## src/rtl/rfe_pkg.sv

```systemverilog
package rfe_pkg;
  localparam int unsigned DEF_DATA_W = 32;
  localparam int unsigned DEF_KEEP_W = 2;
  localparam int unsigned DEF_GAP_W  = 2;
  localparam int unsigned DEF_SHIFT  = 10;
  localparam int unsigned DEF_U_BIT  = 8;
  localparam int unsigned DEF_P_BIT  = 7;
  localparam int unsigned DEF_R_BIT  = 9;
endpackage

```

## src/rtl/rfe_shift.sv

```systemverilog
module rfe_shift #(
  parameter int unsigned DATA_W = rfe_pkg::DEF_DATA_W,
  parameter int unsigned KEEP_W = rfe_pkg::DEF_KEEP_W,
  parameter int unsigned GAP_W  = rfe_pkg::DEF_GAP_W,
  parameter int unsigned SHIFT  = rfe_pkg::DEF_SHIFT,
  parameter int unsigned U_BIT  = rfe_pkg::DEF_U_BIT,
  parameter int unsigned P_BIT  = rfe_pkg::DEF_P_BIT,
  parameter int unsigned R_BIT  = rfe_pkg::DEF_R_BIT
) (
  input  logic [DATA_W-1:0] stat_i,
  output logic [DATA_W-1:0] stat_next_o,
  output logic              user_o
);
  localparam int unsigned LOW_W = DATA_W - KEEP_W - GAP_W;

  logic [LOW_W-1:0]  low_sh;
  logic [DATA_W-1:0] shifted;

  always_comb begin
    low_sh  = stat_i[LOW_W-1:0] >> SHIFT;
    shifted = {stat_i[DATA_W-1 -: KEEP_W], {GAP_W{1'b0}}, low_sh};
    user_o  = shifted[U_BIT];
    stat_next_o = shifted;
    if (!shifted[R_BIT]) stat_next_o[P_BIT] = 1'b1;
  end
endmodule

```

## src/rtl/rfe_stack.sv

```systemverilog
module rfe_stack #(
  parameter int unsigned DATA_W = rfe_pkg::DEF_DATA_W
) (
  input  logic              clk,
  input  logic              rst_n,
  input  logic              rfe_i,
  input  logic              user_i,
  input  logic              sp_we_i,
  input  logic [DATA_W-1:0] sp_wdata_i,
  input  logic              usp_we_i,
  input  logic [DATA_W-1:0] usp_wdata_i,
  input  logic              ksp_we_i,
  input  logic [DATA_W-1:0] ksp_wdata_i,
  output logic [DATA_W-1:0] sp_o,
  output logic [DATA_W-1:0] ksp_o
);
  logic [DATA_W-1:0] sp_q, usp_q, ksp_q;

  always_ff @(posedge clk) begin
    if (!rst_n) begin
      sp_q  <= '0;
      usp_q <= '0;
      ksp_q <= '0;
    end else if (rfe_i) begin
      if (user_i) begin
        ksp_q <= sp_q;
        sp_q  <= usp_q;
      end
    end else begin
      if (sp_we_i)  sp_q  <= sp_wdata_i;
      if (usp_we_i) usp_q <= usp_wdata_i;
      if (ksp_we_i) ksp_q <= ksp_wdata_i;
    end
  end

  assign sp_o  = sp_q;
  assign ksp_o = ksp_q;

  p_swap_sp_r2: assert property (@(posedge clk) disable iff (!rst_n)
    rfe_i && user_i |=> (sp_q == $past(usp_q)) && (ksp_q == $past(sp_q)));

  p_hold_sp_r3: assert property (@(posedge clk) disable iff (!rst_n)
    rfe_i && !user_i |=> $stable(sp_q) && $stable(ksp_q));

  p_usp_ignored_r8: assert property (@(posedge clk) disable iff (!rst_n)
    rfe_i |=> $stable(usp_q));
endmodule

```

## src/rtl/rfe_store_chk.sv

```systemverilog
module rfe_store_chk (
  input  logic clk,
  input  logic rst_n,
  input  logic chk_i,
  input  logic pend_i,
  output logic fail_o
);
  logic fail_q;

  always_ff @(posedge clk) begin
    if (!rst_n) fail_q <= 1'b0;
    else        fail_q <= chk_i & pend_i;
  end

  assign fail_o = fail_q;

  p_fail_set_r5: assert property (@(posedge clk) disable iff (!rst_n)
    chk_i && pend_i |=> fail_q);

  p_fail_idle_r5: assert property (@(posedge clk) disable iff (!rst_n)
    !chk_i |=> !fail_q);
endmodule

```

## src/rtl/rfe_status_unit.sv

```systemverilog
module rfe_status_unit #(
  parameter int unsigned DATA_W = rfe_pkg::DEF_DATA_W,
  parameter int unsigned KEEP_W = rfe_pkg::DEF_KEEP_W,
  parameter int unsigned GAP_W  = rfe_pkg::DEF_GAP_W,
  parameter int unsigned SHIFT  = rfe_pkg::DEF_SHIFT,
  parameter int unsigned U_BIT  = rfe_pkg::DEF_U_BIT,
  parameter int unsigned P_BIT  = rfe_pkg::DEF_P_BIT,
  parameter int unsigned R_BIT  = rfe_pkg::DEF_R_BIT
) (
  input  logic              clk,
  input  logic              rst_n,
  input  logic              rfe_i,
  input  logic              st_chk_i,
  input  logic              stat_we_i,
  input  logic [DATA_W-1:0] stat_wdata_i,
  input  logic              sp_we_i,
  input  logic [DATA_W-1:0] sp_wdata_i,
  input  logic              usp_we_i,
  input  logic [DATA_W-1:0] usp_wdata_i,
  input  logic              ksp_we_i,
  input  logic [DATA_W-1:0] ksp_wdata_i,
  output logic [DATA_W-1:0] stat_o,
  output logic [DATA_W-1:0] sp_o,
  output logic [DATA_W-1:0] ksp_o,
  output logic              st_fail_o
);
  localparam int unsigned LOW_W = DATA_W - KEEP_W - GAP_W;

  logic [DATA_W-1:0] stat_q, stat_next;
  logic              user_sel;

  rfe_shift #(
    .DATA_W(DATA_W), .KEEP_W(KEEP_W), .GAP_W(GAP_W), .SHIFT(SHIFT),
    .U_BIT(U_BIT), .P_BIT(P_BIT), .R_BIT(R_BIT)
  ) u_shift (
    .stat_i(stat_q), .stat_next_o(stat_next), .user_o(user_sel)
  );

  always_ff @(posedge clk) begin
    if (!rst_n)         stat_q <= '0;
    else if (rfe_i)     stat_q <= stat_next;
    else if (stat_we_i) stat_q <= stat_wdata_i;
  end

  rfe_stack #(.DATA_W(DATA_W)) u_stack (
    .clk(clk), .rst_n(rst_n), .rfe_i(rfe_i), .user_i(user_sel),
    .sp_we_i(sp_we_i), .sp_wdata_i(sp_wdata_i),
    .usp_we_i(usp_we_i), .usp_wdata_i(usp_wdata_i),
    .ksp_we_i(ksp_we_i), .ksp_wdata_i(ksp_wdata_i),
    .sp_o(sp_o), .ksp_o(ksp_o)
  );

  rfe_store_chk u_store (
    .clk(clk), .rst_n(rst_n), .chk_i(st_chk_i),
    .pend_i(stat_q[P_BIT]), .fail_o(st_fail_o)
  );

  assign stat_o = stat_q;

  p_keep_top_r1: assert property (@(posedge clk) disable iff (!rst_n)
    rfe_i |=> stat_q[DATA_W-1 -: KEEP_W] == $past(stat_q[DATA_W-1 -: KEEP_W]));

  p_gap_zero_r1: assert property (@(posedge clk) disable iff (!rst_n)
    rfe_i |=> stat_q[LOW_W+GAP_W-1 -: GAP_W] == '0);

  p_pend_set_r4: assert property (@(posedge clk) disable iff (!rst_n)
    rfe_i |=> (stat_q[R_BIT] || stat_q[P_BIT]));
endmodule

```

## config.mk

```make
export PLATFORM = sky130hd
export DESIGN_NAME = rfe_status_unit
export DESIGN_NICKNAME = d
export VERILOG_FILES = /design/src/rtl/rfe_pkg.sv /design/src/rtl/rfe_shift.sv /design/src/rtl/rfe_stack.sv /design/src/rtl/rfe_store_chk.sv /design/src/rtl/rfe_status_unit.sv
export SDC_FILE = /design/constraint.sdc
export NUM_CORES = 1
export LEC_CHECK = 0
export BUFFER_PORTS_ARGS = -buffer_cell sky130_fd_sc_hd__buf_2
export CAP_MARGIN = 40
export CORE_MARGIN = 5
export CORE_UTILIZATION = 45
export DETAILED_ROUTE_END_ITERATION = 10
export PLACE_DENSITY_LB_ADDON = 0.15
export SYNTH_ARGS = -nofsm -noshare
export SYNTH_HDL_FRONTEND = slang
export SYNTH_SLANG_ARGS = --single-unit
```

## constraint.sdc

```tcl
create_clock -name clk -period 2.45 [get_ports clk]
set_input_delay 0.49 -clock clk [delete_from_list [all_inputs] [get_ports clk]]
set_output_delay 0.49 -clock clk [all_outputs]
set_load 0.03 [all_outputs]
```

==> flow_summary.toml, run 1 <==
[clock_network]
h-tree-depth = 4
numCtsBuffers = 17
clkSinkCount = 129
cts_hold_buf = 0
clkLatencyLatePin_ps = 400
clk_pin_slew_ps = 50
cts_setup_buffers = 0
cts-root-buf = "clkbuf_16"
cts_tree = "yes"
ctsResizeCount = 0
clk_path_buf_depth = 2

[timing]
relSlewSlack_pct = 55.68
hold_viol = 0
worstMarginPinSlew_ps = 664.8
rsz0062_at_grt = "no"
max_freq_ghz = 0.6607
whs_ps = 327.6
min_period_over_period_pct = 61.78
skew_ps = 3.941
finalSetupViolations = 0
slew_violations = 0
finalCriticalPeriod_ps = 1514
totalNegativeSetupSlack_ps = 0

[floorplanning]
dieArea_mm2 = 0.01493
ios = 233
core_mm2 = 0.01247
rows = 41
start_util_pct = 45.45
die_h_um = 122.2
die_x_um = 122.2

[setup_path]
critical_path.top_delay_family = "flip-flops"
worstSetupPathType = "reg2out"
crit_chain = "buf_2"
r2r_setup_slack_ps = 990
cp.depth = 1
arrival_ps = 1020
ff2ff_path_depth = 3
cp_slowest_cell = "dfxtp_1"
worst-path-max-fanout = 3
crit_end = "stat_o[7]"
r2r_start = "stat_o[18]"
cp-start-kind = "flip-flop"
r2r-end = "u_stack.ksp_o[15]"
crit_required_ps = 1960
worst_path_largest_cell_delay_ps = 390
crit_start = "stat_o[7]"
path_buf_inv = 1
crit_path_end_kind = "primary output"

[finish]
drive_above_1_share_pct = 34.30
final_util_pct = 58.64
fillers = 1160
fin_nets = 919
syn2layout_area_growth_pct = 29.02
final_area_mm2 = 0.007310
multiInputGateArea_mm2 = 0.002718
seq_area_mm2 = 0.002582
antenna_cells = 0

[grt]
grt_pass1_vias = 4661
grt-ovfl-total = 0
grt_start_max_net_pins = 65
grt_first_pass_wirelength_mm = 22.87
grt_antenna_before_repair = 0
grt_usage_pct = 19.43

[yosys]
synth_nets = 712
syn_area_per_cell_um2 = 9.836
synth_warnings = 0
synthCells = 576
yosysSeqAreaShare_pct = 45.58
syn_area_mm2 = 0.005665
ys_ff_latch = 129
yosysUniqueCellTypes = 19

[routing]
firstDrtPassIters = 4
drt-initial-drc-count = 253
drt-vias-per-instance = 4.971
routed_wirelength_mm = 14.63
final_antenna_net_count = 0
post_drt_wl_per_cell_um = 15.11
drc = 0
vias = 4812

[placement]
port_buffers = 232
routabilityCongestion = 0.8305
post-dp-hpwl_mm = 10.32
placed_area_mm2 = 0.006761

[power_and_ir_drop]
p_comb_share_pct = 15.5
p_leak_nw = 4.159
power.internal_w = 0.004011
clkPwrFrac_pct = 42.0
powerDensity_mw_per_mm2 = 743.3
swShare_pct = 26.18
pwr-share-seq_pct = 42.5
peakVddDrop_v = 0.0003321
power_switching_w = 0.001423

[worst_hold_path]
hold-path-cell-count = 3
hp-class = "in2reg"

[run_status]
status = "finished clean"

[flow_run]
cap_violations = 0
synthesized netlist by cell type:
cell,count,area [um^2]
o21ai_0,17,85.08
o211a_1,65,650.6
mux2i_1,95,950.9
buf_4,11,82.58
and2_1,17,106.4
nor2b_1,4,25.02
clkbuf_1,15,56.30
a21boi_1,2,15.01
and3_1,1,6.260
buf_2,12,60.06
nand2b_1,2,12.51
mux2_2,1,11.26
dfxtp_1,129,2582
nand3b_1,1,7.510
nand2_1,145,544.3
a21boi_0,30,225.2
nor2_1,12,45.04
mux2_4,2,30.03
buf_6,15,168.9
worst min-delay path by stage:
stage | from | slack [ps] | to
after global placement | u_stack.usp_q[26] | 450 | u_stack.usp_q[26]
after detailed placement | u_stack.usp_q[29] | 460 | u_stack.usp_q[29]
final | usp_wdata_i[26] | 330 | u_stack.usp_q[26]
after floorplan | u_stack.usp_q[26] | 430 | u_stack.usp_q[26]
after CTS | usp_wdata_i[26] | 310 | u_stack.usp_q[26]
after global routing | usp_wdata_i[26] | 320 | u_stack.usp_q[26]
metal layers:
metal  wire, um  global-route usage [%]  vias to the layer above  part of all wire [%]
met5          0                       0                        -                     0
met1       6125                   22.95                     2226                    42
met2       7061                   32.36                      155                    48
met3       1072                   6.221                       29                   7.3
met4        369                   8.397                        0                   2.5
li1           -                       -                     2402                     -
area by class of cell:
cell class | instances | area share [%]
Clock buffer | 27 | 7.155
Sequential cell | 129 | 35.33
Timing Repair Buffer | 241 | 17.05
Clock inverter | 5 | 0.3423
Multi-Input combinational cell | 394 | 37.18
Tap cell | 172 | 2.944
worst min-delay path: stages:
cell and delay [ps]:
buf_2 90, nand2_1 50, a21boi_1 50
kinds of logic after synthesis:
logic type | after synthesis | synth area share [%]
AOI/OAI and AO/OA | 114 | 17.23
buffers and inverters | 53 | 6.493
DFF | 129 | 45.58
muxes | 98 | 17.51
and+or+nand+nor | 182 | 13.18
through the flow:
step | instances | setup WS [ps] | total power [W]
after floorplan | 576 | 990.5 | 0.002940
after global placement | 936 | 760.6 | 0.003177
after detailed placement | 936 | 697.5 | 0.003202
after global routing | 968 | 864.8 | 0.005689
after CTS | 968 | 910.0 | 0.005507
final | 968 | 936.4 | 0.005433
power by group through the flow:
stage	Combinational [W]	Sequential, W	Clock (W)
after global placement	0.000830	0.00235	0
final	0.000842	0.00231	0.00228
after floorplan	0.000400	0.00254	0
after detailed placement	0.000849	0.00235	0
after CTS	0.000853	0.00231	0.00234
after global routing	0.000918	0.00232	0.00245
cell usage in the layout, fill, tap and decap left out, types with 2 or more instances in the layout:
master	instances
nor2_1	12
buf_2	230
dfxtp_1	129
o21ai_0	17
clkbuf_16	17
a21boi_0	30
nand2b_1	2
buf_4	10
mux2i_1	95
clkbuf_8	6
nor2b_1	3
mux2_4	2
clkbuf_1	4
nand2_1	145
clkinv_2	5
o211a_1	65
a21boi_1	2
and2_1	17
sequential cells by signal, indices dropped and copies added, names as in the netlist:
register,cells
stat_o,32
u_stack.usp_q,32
u_stack.sp_o,32
u_stack.ksp_o,32
u_store.fail_o,1
Power figures use the tool's default switching activity.
==> run 2: changes to the inputs <==
--- a/config.mk
+++ b/config.mk
@@ -8,7 +8,7 @@
 export BUFFER_PORTS_ARGS = -buffer_cell sky130_fd_sc_hd__buf_2
 export CAP_MARGIN = 40
 export CORE_MARGIN = 5
-export CORE_UTILIZATION = 45
+export CORE_UTILIZATION = 44
 export DETAILED_ROUTE_END_ITERATION = 10
 export PLACE_DENSITY_LB_ADDON = 0.15
 export SYNTH_ARGS = -nofsm -noshare
==> constraint.sdc (replaced) <==
create_clock -name clk -period 1.22 [get_ports clk]
set_input_delay 0.244 -clock clk [delete_from_list [all_inputs] [get_ports clk]]
set_output_delay 0.244 -clock clk [all_outputs]
set_load 0.03 [all_outputs]
==> flow_summary.toml, run 2 (same netlist as run 1, synthesis figures left out) <==
[power_and_ir_drop]
power_switching_w = 0.002897
clkPwrFrac_pct = 39.9
swShare_pct = 26.35
p_comb_share_pct = 17.6
peakVddDrop_v = 0.0008017
pwr-share-seq_pct = 42.5
power.internal_w = 0.008096
powerDensity_mw_per_mm2 = 1395
p_leak_nw = 4.310

[grt]
grt_first_pass_wirelength_mm = 24.02
grt-ovfl-total = 0
grt_usage_pct = 20.25
grt_pass1_vias = 4938
grt_antenna_before_repair = 1
grt_start_max_net_pins = 41

[timing]
min_period_over_period_pct = 97.91
relSlewSlack_pct = 81.87
finalCriticalPeriod_ps = 1194
whs_ps = 80.21
slew_violations = 0
worstMarginPinSlew_ps = 271.9
hold_viol = 0
max_freq_ghz = 0.8372
finalSetupViolations = 0
skew_ps = 8.428
finalWorstSetupSlack_ps = 25.52

[floorplanning]
die_x_um = 123.5
rows = 41
ios = 233
core_mm2 = 0.01262
start_util_pct = 44.89
dieArea_mm2 = 0.01524
die_h_um = 123.5

[clock_network]
cts_tree = "yes"
numCtsBuffers = 17
clk_path_buf_depth = 2
h-tree-depth = 4
clkSinkCount = 129
clk_pin_slew_ps = 50
cts-root-buf = "clkbuf_16"
clkLatencyLatePin_ps = 410
cts_hold_buf = 0
cts_setup_buffers = 0

[finish]
antenna_cells = 0
drive_above_1_share_pct = 38.32
syn2layout_area_growth_pct = 39.13
fin_nets = 933
seq_area_mm2 = 0.002613
final_cell_mix = "155 x buf_2, 145 x nand2_1, 105 x dfxtp_1"
fillers = 1137
multiInputGateArea_mm2 = 0.002718
final_common_cell = "buf_2"

[routing]
routed_wirelength_mm = 15.28
drt-initial-drc-count = 238
vias = 4881
final_antenna_net_count = 0
wl_met1_mm = 6.286
route.met3.wl_mm = 1.090
firstDrtPassIters = 4
drt-vias-per-instance = 4.976
drc = 0
met2_length_mm = 7.581
post_drt_wl_per_cell_um = 15.58
dr.max_layer_used = "met5"

[placement]
dp_slack_ps = -114.9
routabilityCongestion = 0.7997
port_buffers = 232
post-dp-hpwl_mm = 11.22

[worst_hold_path]
hold-path-cell-count = 3
hp-class = "in2reg"
worstHoldEndpoint = "u_stack.usp_q[26]"
hp-start = "usp_wdata_i[26]"

[setup_path]
r2r-end = "u_stack.sp_o[12]"
crit_path_end_kind = "primary output"
worst_path_largest_cell_delay_ps = 350
arrival_ps = 950
r2r_setup_slack_ps = 50
critical_path.top_delay_family = "flip-flops"
ff2ff_path_depth = 3
worstSetupPathType = "reg2out"
cp-start-kind = "flip-flop"
crit_chain = "clkbuf_4"
worst-path-max-fanout = 2
crit_required_ps = 980
r2r_start = "stat_o[18]"
cp_slowest_cell = "dfxtp_1"
path_buf_inv = 1

[run_status]
status = "finished clean"

[flow_run]
cap_violations = 0
run 2: cell types whose count changed in the layout (fill, tap and decap cells not counted), sizes merged:
cell / previous run / this run
clkbuf: 27 / 34
buf: 241 / 245
clkinv: 5 / 7
run 2: repair_timing:
action,in CTS,in global routing
endpoints found under the setup margin,54,51
gates cloned,0,0
gates resized for setup,74,71
run 2: layer usage:
metal	vias to the layer above	GRT usage, %
li1	2425	-
met4	2	8.720
met3	27	6.953
met1	2268	23.61
met5	-	0
met2	159	33.78
run 2: per-stage QoR:
stage / std cells / cell area [um^2] / TNS, ps / total power [W] / utilization [%]
after floorplan: 576 / 5665 / 0 / 0.005903 / -
after global placement: 951 / 7024 / -1214 / 0.006485 / 55.66
after detailed placement: 951 / 7024 / -4129 / 0.006537 / 55.66
after CTS: 981 / 7726 / 0 / 0.01106 / 61.22
after global routing: 981 / 7883 / -27.07 / 0.01150 / 62.46
final: 981 / 7883 / 0 / 0.01099 / 62.46
run 2: power groups by stage:
stage | Sequential, W | Combinational (W) | Clock, W
after floorplan | 0.00510 | 0.000804 | 0
after global placement | 0.00471 | 0.00177 | 0
after detailed placement | 0.00472 | 0.00181 | 0
after CTS | 0.00465 | 0.00189 | 0.00451
after global routing | 0.00470 | 0.00209 | 0.00470
final | 0.00467 | 0.00193 | 0.00439
run 2: worst max-delay path by stage:
stage | slack [ps] | from | depth (start not counted) | endpoint
floorplan | 7 | rfe_i | 5 | u_stack.ksp_o[0]
CTS | 0.08 | u_stack.sp_o[22] | 1 | sp_o[22]
detailed placement | -110 | rfe_i | 6 | u_stack.usp_q[8]
global placement | -30 | rfe_i | 4 | u_stack.sp_o[20]
finish | 30 | u_stack.ksp_o[23] | 1 | ksp_o[23]
global route | -20 | u_stack.ksp_o[26] | 1 | ksp_o[26]
run 2: area by class of cell:
class	instances	area share, %
clock buffer	24	6.111
multi-input combinational	394	34.48
tap	172	2.730
sequential	129	33.14
timing repair buffer	255	23.10
clock inverter	7	0.4444
